**src/rtl/scr_pkg.sv**
```systemverilog
package scr_pkg;

  localparam int REG_W = 18;

  typedef struct packed {
    logic [REG_W-1:0] x;
    logic [REG_W-1:0] y;
  } gen_state_t;

  typedef enum logic [1:0] {
    OP_SETUP = 2'd0,
    OP_PLAIN = 2'd1,
    OP_PACK  = 2'd2,
    OP_NONE  = 2'd3
  } op_e;

  // bit j holds x(i+j); new bit enters at the top
  function automatic logic [REG_W-1:0] x_next(input logic [REG_W-1:0] x);
    return {x[0] ^ x[7], x[REG_W-1:1]};
  endfunction

  function automatic logic [REG_W-1:0] y_next(input logic [REG_W-1:0] y);
    return {y[0] ^ y[5] ^ y[7] ^ y[10], y[REG_W-1:1]};
  endfunction

  function automatic logic chip_re(input gen_state_t s);
    return s.x[0] ^ s.y[0];
  endfunction

  // taps that yield the sequence 131072 chips ahead
  function automatic logic chip_im(input gen_state_t s);
    return s.x[4] ^ s.x[6] ^ s.x[15] ^ s.y[5] ^ s.y[6] ^ (^s.y[15:8]);
  endfunction

  function automatic int slot_of(input int d, input int sp);
    return d / sp;
  endfunction

  function automatic int offset_of(input int d, input int sp);
    return d % sp;
  endfunction

endpackage

```
**src/rtl/scr_lfsr_pair.sv**
```systemverilog
module scr_lfsr_pair
  import scr_pkg::*;
(
  input  logic       clk,
  input  logic       rst,
  input  logic       start,
  input  logic       step_x,
  input  logic       step_y,
  input  logic       load_en,
  input  gen_state_t load_val,
  output gen_state_t cur,
  output logic       chip_i,
  output logic       chip_q
);

  localparam logic [REG_W-1:0] X_START = REG_W'(1);

  always_ff @(posedge clk) begin
    if (rst) begin
      cur.x <= X_START;
      cur.y <= '1;
    end else if (load_en) begin
      cur <= load_val;
    end else if (start) begin
      cur.x <= X_START;
      cur.y <= '1;
    end else begin
      if (step_x) cur.x <= x_next(cur.x);
      if (step_y) cur.y <= y_next(cur.y);
    end
  end

  assign chip_i = chip_re(cur);
  assign chip_q = chip_im(cur);


  x_alive_chk: assert property (@(posedge clk) disable iff (rst) cur.x != '0);

  y_alive_chk: assert property (@(posedge clk) disable iff (rst) cur.y != '0);

endmodule

```
**src/rtl/scr_seed_mem.sv**
```systemverilog
module scr_seed_mem
  import scr_pkg::*;
#(
  parameter int DEPTH = 16,
  localparam int AW = (DEPTH > 1) ? $clog2(DEPTH) : 1
) (
  input  logic          clk,
  input  logic          rst,
  input  logic          wr_en,
  input  logic [AW-1:0] wr_addr,
  input  gen_state_t    wr_data,
  input  logic [AW-1:0] rd_addr,
  output gen_state_t    rd_data
);

  gen_state_t slots [DEPTH];

  always_ff @(posedge clk) begin
    if (wr_en) slots[wr_addr] <= wr_data;
  end

  assign rd_data = slots[rd_addr];


  seed_addr_chk: assert property (@(posedge clk) disable iff (rst)
    wr_en |-> (32'(wr_addr) < DEPTH));

endmodule

```
**src/rtl/scr_pack_win.sv**
```systemverilog
module scr_pack_win #(
  parameter int W = 16
) (
  input  logic         clk,
  input  logic         rst,
  input  logic         shift_en,
  input  logic         in_i,
  input  logic         in_q,
  output logic [W-1:0] word_i,
  output logic [W-1:0] word_q
);

  logic [W-1:0] hist_i, hist_q;

  always_ff @(posedge clk) begin
    if (rst) begin
      hist_i <= '0;
      hist_q <= '0;
    end else if (shift_en) begin
      hist_i <= {in_i, hist_i[W-1:1]};
      hist_q <= {in_q, hist_q[W-1:1]};
    end
  end

  // oldest chip in lane 0, current chip in the top lane
  assign word_i = {in_i, hist_i[W-1:1]};
  assign word_q = {in_q, hist_q[W-1:1]};

endmodule

```
**src/rtl/scramble_code_gen.sv**
```systemverilog
module scramble_code_gen
  import scr_pkg::*;
#(
  parameter int CODE_LEN     = 38400,
  parameter int SEED_SPACING = 2400,
  parameter int CODE_W       = 13,
  parameter int LEN_W        = 16,
  parameter int PACK_W       = 16,
  localparam int DLY_W       = $clog2(CODE_LEN)
) (
  input  logic                clk,
  input  logic                rst,
  input  logic                cmd_valid,
  input  logic [1:0]          cmd_op,
  input  logic [CODE_W-1:0]   cmd_code,
  input  logic [DLY_W-1:0]    cmd_delay,
  input  logic [LEN_W-1:0]    cmd_len,
  output logic                busy,
  output logic                out_valid,
  output logic [2*PACK_W-1:0] out_data
);

  localparam int NSEED   = CODE_LEN / SEED_SPACING;
  localparam int SEED_AW = (NSEED > 1) ? $clog2(NSEED) : 1;
  localparam int SP_W    = (SEED_SPACING > 1) ? $clog2(SEED_SPACING) : 1;
  localparam int FILL_W  = $clog2(PACK_W) + 1;

  typedef enum logic [2:0] {
    S_IDLE, S_XADV, S_SEED, S_LOAD, S_SKIP, S_FILL, S_OUT
  } st_e;

  st_e                 state;
  logic [CODE_W-1:0]   code_cnt;
  logic [SP_W-1:0]     phase;
  logic [SEED_AW-1:0]  seed_idx;
  logic [SP_W-1:0]     rem;
  logic [LEN_W-1:0]    left;
  logic [FILL_W-1:0]   fill;
  logic [DLY_W-1:0]    pos;
  logic                pack_q;

  // named internal events
  logic cmd_legal, cmd_accept, seed_wr, seed_last, seed_step;
  logic adv, wrap_now, step_x, step_y, load_en, start;
  logic [SEED_AW-1:0] rd_addr;
  gen_state_t cur, rd_seed;
  logic chip_i, chip_q;
  logic [PACK_W-1:0] win_i, win_q;

  assign cmd_legal  = (cmd_op == OP_SETUP) ||
                      ((cmd_op == OP_PLAIN || cmd_op == OP_PACK) &&
                       cmd_len != '0 && 32'(cmd_delay) < CODE_LEN);
  assign cmd_accept = cmd_valid && state == S_IDLE && cmd_legal;
  assign start      = cmd_accept && cmd_op == OP_SETUP;

  assign seed_wr    = state == S_SEED && phase == '0;
  assign seed_last  = seed_wr && 32'(seed_idx) == NSEED - 1;
  assign seed_step  = state == S_SEED && !seed_last;

  assign adv        = (state == S_SKIP && rem != '0) || state == S_FILL || state == S_OUT;
  assign wrap_now   = adv && 32'(pos) == CODE_LEN - 1;

  assign step_x  = (state == S_XADV && code_cnt != '0) || seed_step || (adv && !wrap_now);
  assign step_y  = seed_step || (adv && !wrap_now);
  assign load_en = state == S_LOAD || wrap_now;
  assign rd_addr = (state == S_LOAD) ? seed_idx : '0;

  scr_lfsr_pair u_regs (
    .clk      (clk),
    .rst      (rst),
    .start    (start),
    .step_x   (step_x),
    .step_y   (step_y),
    .load_en  (load_en),
    .load_val (rd_seed),
    .cur      (cur),
    .chip_i   (chip_i),
    .chip_q   (chip_q)
  );

  scr_seed_mem #(.DEPTH(NSEED)) u_seeds (
    .clk     (clk),
    .rst     (rst),
    .wr_en   (seed_wr),
    .wr_addr (seed_idx),
    .wr_data (cur),
    .rd_addr (rd_addr),
    .rd_data (rd_seed)
  );

  scr_pack_win #(.W(PACK_W)) u_win (
    .clk      (clk),
    .rst      (rst),
    .shift_en (state == S_FILL || (state == S_OUT && pack_q)),
    .in_i     (chip_i),
    .in_q     (chip_q),
    .word_i   (win_i),
    .word_q   (win_q)
  );

  always_ff @(posedge clk) begin
    if (rst) begin
      state    <= S_IDLE;
      code_cnt <= '0;
      phase    <= '0;
      seed_idx <= '0;
      rem      <= '0;
      left     <= '0;
      fill     <= '0;
      pack_q   <= 1'b0;
    end else begin
      case (state)
        S_IDLE: if (cmd_accept) begin
          if (cmd_op == OP_SETUP) begin
            code_cnt <= cmd_code;
            state    <= S_XADV;
          end else begin
            seed_idx <= SEED_AW'(slot_of(32'(cmd_delay), SEED_SPACING));
            rem      <= SP_W'(offset_of(32'(cmd_delay), SEED_SPACING));
            left     <= cmd_len;
            pack_q   <= cmd_op == OP_PACK;
            state    <= S_LOAD;
          end
        end
        S_XADV: begin
          if (code_cnt != '0) code_cnt <= code_cnt - CODE_W'(1);
          else begin
            phase    <= '0;
            seed_idx <= '0;
            state    <= S_SEED;
          end
        end
        S_SEED: begin
          if (seed_last) state <= S_IDLE;
          else begin
            phase <= (32'(phase) == SEED_SPACING - 1) ? '0 : phase + SP_W'(1);
            if (seed_wr) seed_idx <= seed_idx + SEED_AW'(1);
          end
        end
        S_LOAD: state <= S_SKIP;
        S_SKIP: begin
          if (rem != '0) rem <= rem - SP_W'(1);
          else if (pack_q) begin
            fill  <= FILL_W'(PACK_W - 1);
            state <= S_FILL;
          end else state <= S_OUT;
        end
        S_FILL: begin
          fill <= fill - FILL_W'(1);
          if (fill == FILL_W'(1)) state <= S_OUT;
        end
        S_OUT: begin
          left <= left - LEN_W'(1);
          if (left == LEN_W'(1)) state <= S_IDLE;
        end
        default: state <= S_IDLE;
      endcase
    end
  end

  always_ff @(posedge clk) begin
    if (rst) pos <= '0;
    else if (state == S_LOAD) pos <= DLY_W'(32'(seed_idx) * SEED_SPACING);
    else if (adv) pos <= wrap_now ? '0 : pos + DLY_W'(1);
  end

  assign busy      = state != S_IDLE;
  assign out_valid = state == S_OUT;

  always_comb begin
    out_data = '0;
    if (out_valid) begin
      if (pack_q) out_data = {win_q, win_i};
      else begin
        out_data[0]      = chip_i;
        out_data[PACK_W] = chip_q;
      end
    end
  end


  pos_range_chk: assert property (@(posedge clk) disable iff (rst) 32'(pos) < CODE_LEN);

  mode_hold_chk: assert property (@(posedge clk) disable iff (rst)
    (busy && $past(busy)) |-> $stable(pack_q));

  stream_end_chk: assert property (@(posedge clk) disable iff (rst)
    $fell(out_valid) |-> !busy);

  idle_op_chk: assert property (@(posedge clk) disable iff (rst)
    (cmd_valid && !busy && cmd_op == 2'd3) |=> !busy);

endmodule

```
**config.mk**
```make
export PLATFORM = sky130hd
export DESIGN_NAME = scramble_code_gen
export DESIGN_NICKNAME = d
export VERILOG_FILES = /design/src/rtl/scr_pkg.sv /design/src/rtl/scr_lfsr_pair.sv /design/src/rtl/scr_seed_mem.sv /design/src/rtl/scr_pack_win.sv /design/src/rtl/scramble_code_gen.sv
export SDC_FILE = /design/constraint.sdc
export NUM_CORES = 1
export LEC_CHECK = 0
export ABC_AREA = 1
export ABC_CLOCK_PERIOD_IN_PS = 9500
export CORE_AREA = 4 4 259 261
export CTS_CLUSTER_SIZE = 14
export DETAILED_ROUTE_END_ITERATION = 8
export DIE_AREA = 0 0 263 265
export DONT_BUFFER_PORTS = 1
export PLACE_DENSITY = 0.73
export SLEW_MARGIN = 20
export SYNTH_ARGS = -nofsm -noshare
export SYNTH_HDL_FRONTEND = slang
export SYNTH_SLANG_ARGS = --single-unit
```
**constraint.sdc**
```tcl
create_clock -name clk -period 9.5 [get_ports clk]
set_input_delay 0.95 -clock clk [delete_from_list [all_inputs] [get_ports clk]]
set_output_delay 0.95 -clock clk [all_outputs]
set_load 0.01 [all_outputs]
```
==> results.md <==
| Quantity | Value | Unit |
|:---|:---|:---|
| Count of synthesis-stage warnings from yosys | 0 | - |
| Worst-case setup margin in the final layout | 3.83 | ns |
| Psw | 2.83 | mW |
| Capturing point of the worst reg2reg path | u_regs.cur[23] | - |
| Category of cells accounting for the largest share of critical-path delay | simple AND/OR/NAND/NOR gates | - |
| Class of the most critical hold timing path | in -> reg | - |
| Worst Hold Launch | rst | - |
| Ordered cell list for the critical path | inv_1 -> ha_1 -> inv_1 -> nor3_1 -> inv_1 -> nor2_1 -> nand2_1 -> nor3_1 -> nor2_1 -> nor3_1 -> inv_1 -> nor2_1 -> inv_1 -> nor3_2 -> inv_1 -> nor2_2 -> buf_4 -> o21ai_0 -> nand2_1 -> inv_1 | - |
| F_max | 176 | MHz |
| Depth of the most critical reg-to-reg path | 20 | - |
| Vert. Die Dim | 265 | um |
| GRT Residual Overflow | 0 | - |
| # rows | 93 | - |
| Area of the placeable core | 64500 | um2 |
| CTS Hold Bufs | 0 | - |
| Endpoints failing setup | 0 | - |
| Worst-path maximum fanout | 36 | - |
| Final standard cell count with taps included and fillers excluded | 3931 | - |
| Kind of start point of the critical path | flip-flop | - |
| Final Routed Wirelength | 81100 | um |
| Pre-CTS setup slack | 3.96 | ns |
| Routed len/inst | 20.6 | um |
| Switching share of total power | 31.7 | % |
| Post-Syn Nets | 3156 | - |
| DRC errors left | 0 | - |
| Clock tree from TritonCTS | yes | - |
| Post-synth top area share | 53.7 | % |
| Via density per instance | 6.00 | - |
| Detailed placement HPWL | 42600 | um |
| WP buf/inv | 8 | - |
| Global placer's final weighted congestion | 0.829 | - |
| Violation count after the first detailed-routing iteration | 2478 | - |
| Number of nets with antenna violations after detailed routing | 0 | - |
| Critical path capture point type | flip-flop | - |
| Final total negative setup slack | 0 | ns |
| Die boundary width | 263 | um |
| Number of iterations in the first detailed-routing pass | 8 | - |
| Max stage delay on crit path | 0.82 | ns |
| Sequential-to-total area share from yosys stat | 62.9 | % |
| Worst slack on hold paths | 0.413 | ns |
| Cell Pwr Density | 251 | nW/um2 |
| Crit-path slowest cell | sky130_fd_sc_hd__nor3_2 | - |
| Maximum number of pins on one net before global-route repair | 138 | - |
| Total vias in the final route | 23600 | - |
| Number of top-level pins | 84 | - |
| Via count of the first global-routing pass | 22800 | - |
| CTS sink count | 724 | - |
| RSZ-0062 raised after global routing | no | - |
| Cts bufs inserted | 71 | - |
| Clock latency at the later pin of the worst-skew pair | 0.61 | ns |
| Fraction of the cycle the final worst path needs | 59.7 | % |
| Quantity of I/O buffers inserted on ports | 0 | - |
| Post-Synthesis Cells | 3074 | - |
| Syn avg cell area | 10.5 | um2 |
| Post-synth ARST share | 0 | % |
| Worst endpoint data arrival time | 6.17 | ns |
| Most frequent cell on the critical path | sky130_fd_sc_hd__inv_1 | - |
| Internal Power | 6.08 | mW |
| Initial antenna violation count | 0 | - |
| Proportion of layout cells with a drive suffix above 1 | 12.3 | % |
| Hold Path End | rem[5] | - |
| Placed cell count | 3800 | - |
| Transition time of the tightest slew-check pin | 1.10 | ns |
| Reg clk slew, reported paths | 0.06 | ns |
| Number of H-tree levels | 3 | - |
| Number of enable-type register cells in the synthesized netlist | 576 | - |
| Global-route wire length before repair | 125000 | um |
| Final Hold Vio Count | 0 | - |
| Number of slew-limit violations in the final report | 0 | - |
| Lkg Pwr | 12.1 | nW |
| Max clock buf depth | 3 | - |
| Proportion of power drawn by flip-flops and latches | 46.3 | % |
| Placement-stage cell area | 33100 | um2 |
| Unique masters post-synth | 56 | - |
| Starting Density | 49.9 | % |
| Quantity of gates resized following cts | 0 | - |
| Area growth from synthesis to layout | 10.3 | % |
| Cell types with the largest area share after synthesis | sky130_fd_sc_hd__edfxtp_1 54%, sky130_fd_sc_hd__dfxtp_1 9.2%, sky130_fd_sc_hd__o21ai_0 6.5%, sky130_fd_sc_hd__nor2_1 4.3%, sky130_fd_sc_hd__nand2_1 3.8% | - |
| Leading register cell type out of synthesis | sky130_fd_sc_hd__edfxtp_1 | - |
| Die area | 69700 | um2 |
| Clk pwr share | 32.6 | % |
| Final nets | 3100 | - |
| Worst Setup SP | rem[0] | - |
| Postcts setup bufs | 0 | - |
| Area of the mapped netlist | 32200 | um2 |
| Number of cells on the worst hold path | 1 | - |
| Flop2flop setup slack | 3.83 | ns |
| Final period demand of the worst path | 5.67 | ns |
| Antenna diode count | 0 | - |
| Required time of the critical path | 10.01 | ns |
| Reported max-cap violation count | 0 | - |
| Reg2Reg Launch Point | rem[0] | - |
| Logic gate share of total power | 21.2 | % |
| Worst clock skew on the final layout | 0.0188 | ns |
| Final instance area | 35500 | um2 |
| FF+latch count, synth | 724 | - |
| Status | completed | - |
| Buffer type at the clock tree root | sky130_fd_sc_hd__clkbuf_16 | - |
| Critical path class | reg -> reg | - |
| Worst relative slew slack | 26.3 | % |
| Maximum vdd drop | 159 | uV |
| Largest area contributor in the synthesized netlist | sky130_fd_sc_hd__edfxtp_1 | - |
| Overall Global Routing Usage | 22.3 | % |
==> stage by stage <==
| step | power (mW) | utilization, % |
|---|---|---|
| global route | 9.34 | 55.1 |
| CTS | 8.92 | 55.1 |
| finish | 8.91 | 55.1 |
| detailed placement | 6.03 | 51.3 |
| global placement | 5.95 | 51.3 |
| floorplan | 5.42 | - |
==> sequential cells by signal, indices dropped and copies added, names as in the netlist, 13 cells and up <==
name and count:
u_seeds.slots 576, pos 16, u_win.hist_i 15, code_cnt 13, u_regs.cur 36, u_win.hist_q 15
left 16
==> cell type report <==
type | instances | area, um2
Clock inverter | 30 | 345
Tap cell | 855 | 1070
Inverter | 219 | 827
Sequential cell | 724 | 20300
Fill cell | 5403 | 29000
Clock buffer | 101 | 2070
Timing Repair Buffer | 37 | 278
Multi-Input combinational cell | 1965 | 10700
==> cells in the final DEF, fill, tap and decap left out, types with 3 or more instances in the layout <==
| cell | Yosys | layout |
|---|---|---|
| sky130_fd_sc_hd__a211oi_1 | 5 | 5 |
| sky130_fd_sc_hd__a21oi_1 | 127 | 127 |
| sky130_fd_sc_hd__a31oi_1 | 31 | 31 |
| sky130_fd_sc_hd__buf_4 | 1 | 37 |
| sky130_fd_sc_hd__bufinv_16 | 0 | 7 |
| sky130_fd_sc_hd__clkbuf_1 | 158 | 16 |
| sky130_fd_sc_hd__clkbuf_16 | 0 | 75 |
| sky130_fd_sc_hd__clkbuf_8 | 0 | 10 |
| sky130_fd_sc_hd__clkinv_1 | 3 | 7 |
| sky130_fd_sc_hd__clkinv_2 | 0 | 12 |
| sky130_fd_sc_hd__clkinvlp_4 | 0 | 3 |
| sky130_fd_sc_hd__dfxtp_1 | 148 | 147 |
| sky130_fd_sc_hd__edfxtp_1 | 576 | 576 |
| sky130_fd_sc_hd__ha_1 | 31 | 31 |
| sky130_fd_sc_hd__inv_1 | 202 | 201 |
| sky130_fd_sc_hd__inv_2 | 14 | 15 |
| sky130_fd_sc_hd__nand2_1 | 330 | 330 |
| sky130_fd_sc_hd__nand2_2 | 18 | 18 |
| sky130_fd_sc_hd__nand3_1 | 159 | 159 |
| sky130_fd_sc_hd__nand3_2 | 10 | 10 |
| sky130_fd_sc_hd__nand4_1 | 27 | 27 |
| sky130_fd_sc_hd__nor2_1 | 365 | 342 |
| sky130_fd_sc_hd__nor2_2 | 5 | 7 |
| sky130_fd_sc_hd__nor2_4 | 4 | 25 |
| sky130_fd_sc_hd__nor3_1 | 30 | 29 |
| sky130_fd_sc_hd__nor4_1 | 14 | 14 |
| sky130_fd_sc_hd__o211ai_1 | 18 | 18 |
| sky130_fd_sc_hd__o21a_1 | 3 | 3 |
| sky130_fd_sc_hd__o21ai_0 | 419 | 419 |
| sky130_fd_sc_hd__o21ai_1 | 4 | 4 |
| sky130_fd_sc_hd__o221ai_1 | 137 | 137 |
| sky130_fd_sc_hd__o22ai_1 | 13 | 13 |
| sky130_fd_sc_hd__o31ai_1 | 5 | 5 |
| sky130_fd_sc_hd__or2_2 | 143 | 143 |
| sky130_fd_sc_hd__xnor2_1 | 19 | 19 |
| sky130_fd_sc_hd__xor2_1 | 18 | 18 |
==> power by group through the flow <==
stage                     Sequential (mW)  Combinational, mW  Clock (mW)
after CTS                            4.11               1.86        2.94
final                                4.12               1.89        2.90
after floorplan                      4.04               1.38           0
after detailed placement             4.18               1.85           0
after global routing                 4.16               2.11        3.07
after global placement               4.16               1.79           0
==> logic make-up after synthesis <==
family / count (synthesis) / synth area share [%]
AOI/OAI and AO/OA: 783 / 14.5
buffers and inverters: 385 / 4.53
and+or+nand+nor: 1113 / 15.8
DFF: 724 / 62.9
xor gates and xnor gates: 37 / 1.01
adders and majority gates: 32 / 1.27
==> Yosys cell counts, types with 27 or more instances <==
library cell / count
sky130_fd_sc_hd__or2_2: 143
sky130_fd_sc_hd__clkbuf_1: 158
sky130_fd_sc_hd__ha_1: 31
sky130_fd_sc_hd__nand2_1: 330
sky130_fd_sc_hd__inv_1: 202
sky130_fd_sc_hd__a21oi_1: 127
sky130_fd_sc_hd__o221ai_1: 137
sky130_fd_sc_hd__edfxtp_1: 576
sky130_fd_sc_hd__nand4_1: 27
sky130_fd_sc_hd__dfxtp_1: 148
sky130_fd_sc_hd__o21ai_0: 419
sky130_fd_sc_hd__nor3_1: 30
sky130_fd_sc_hd__nand3_1: 159
sky130_fd_sc_hd__a31oi_1: 31
sky130_fd_sc_hd__nor2_1: 365
==> how the worst max path moves through the flow <==
stage                     end  depth (start not counted)
2_1_floorplan  u_regs.cur[33]                         17
3_3_place_gp   u_regs.cur[22]                         20
3_5_place_dp   u_regs.cur[23]                         20
4_1_cts        u_regs.cur[23]                         20
5_1_grt        u_regs.cur[23]                         21
6_report       u_regs.cur[23]                         20
==> routing by layer <==
| metal | GRT usage (%) | up-vias | routed length (um) |
|---|---|---|---|
| li1 | - | 10900 | - |
| met1 | 29.9 | 11400 | 32700 |
| met2 | 37.1 | 1095 | 38900 |
| met3 | 4.06 | 171 | 7360 |
| met4 | 7.51 | 0 | 2160 |
| met5 | 0 | - | 0 |
Power figures use the tool's default switching activity.
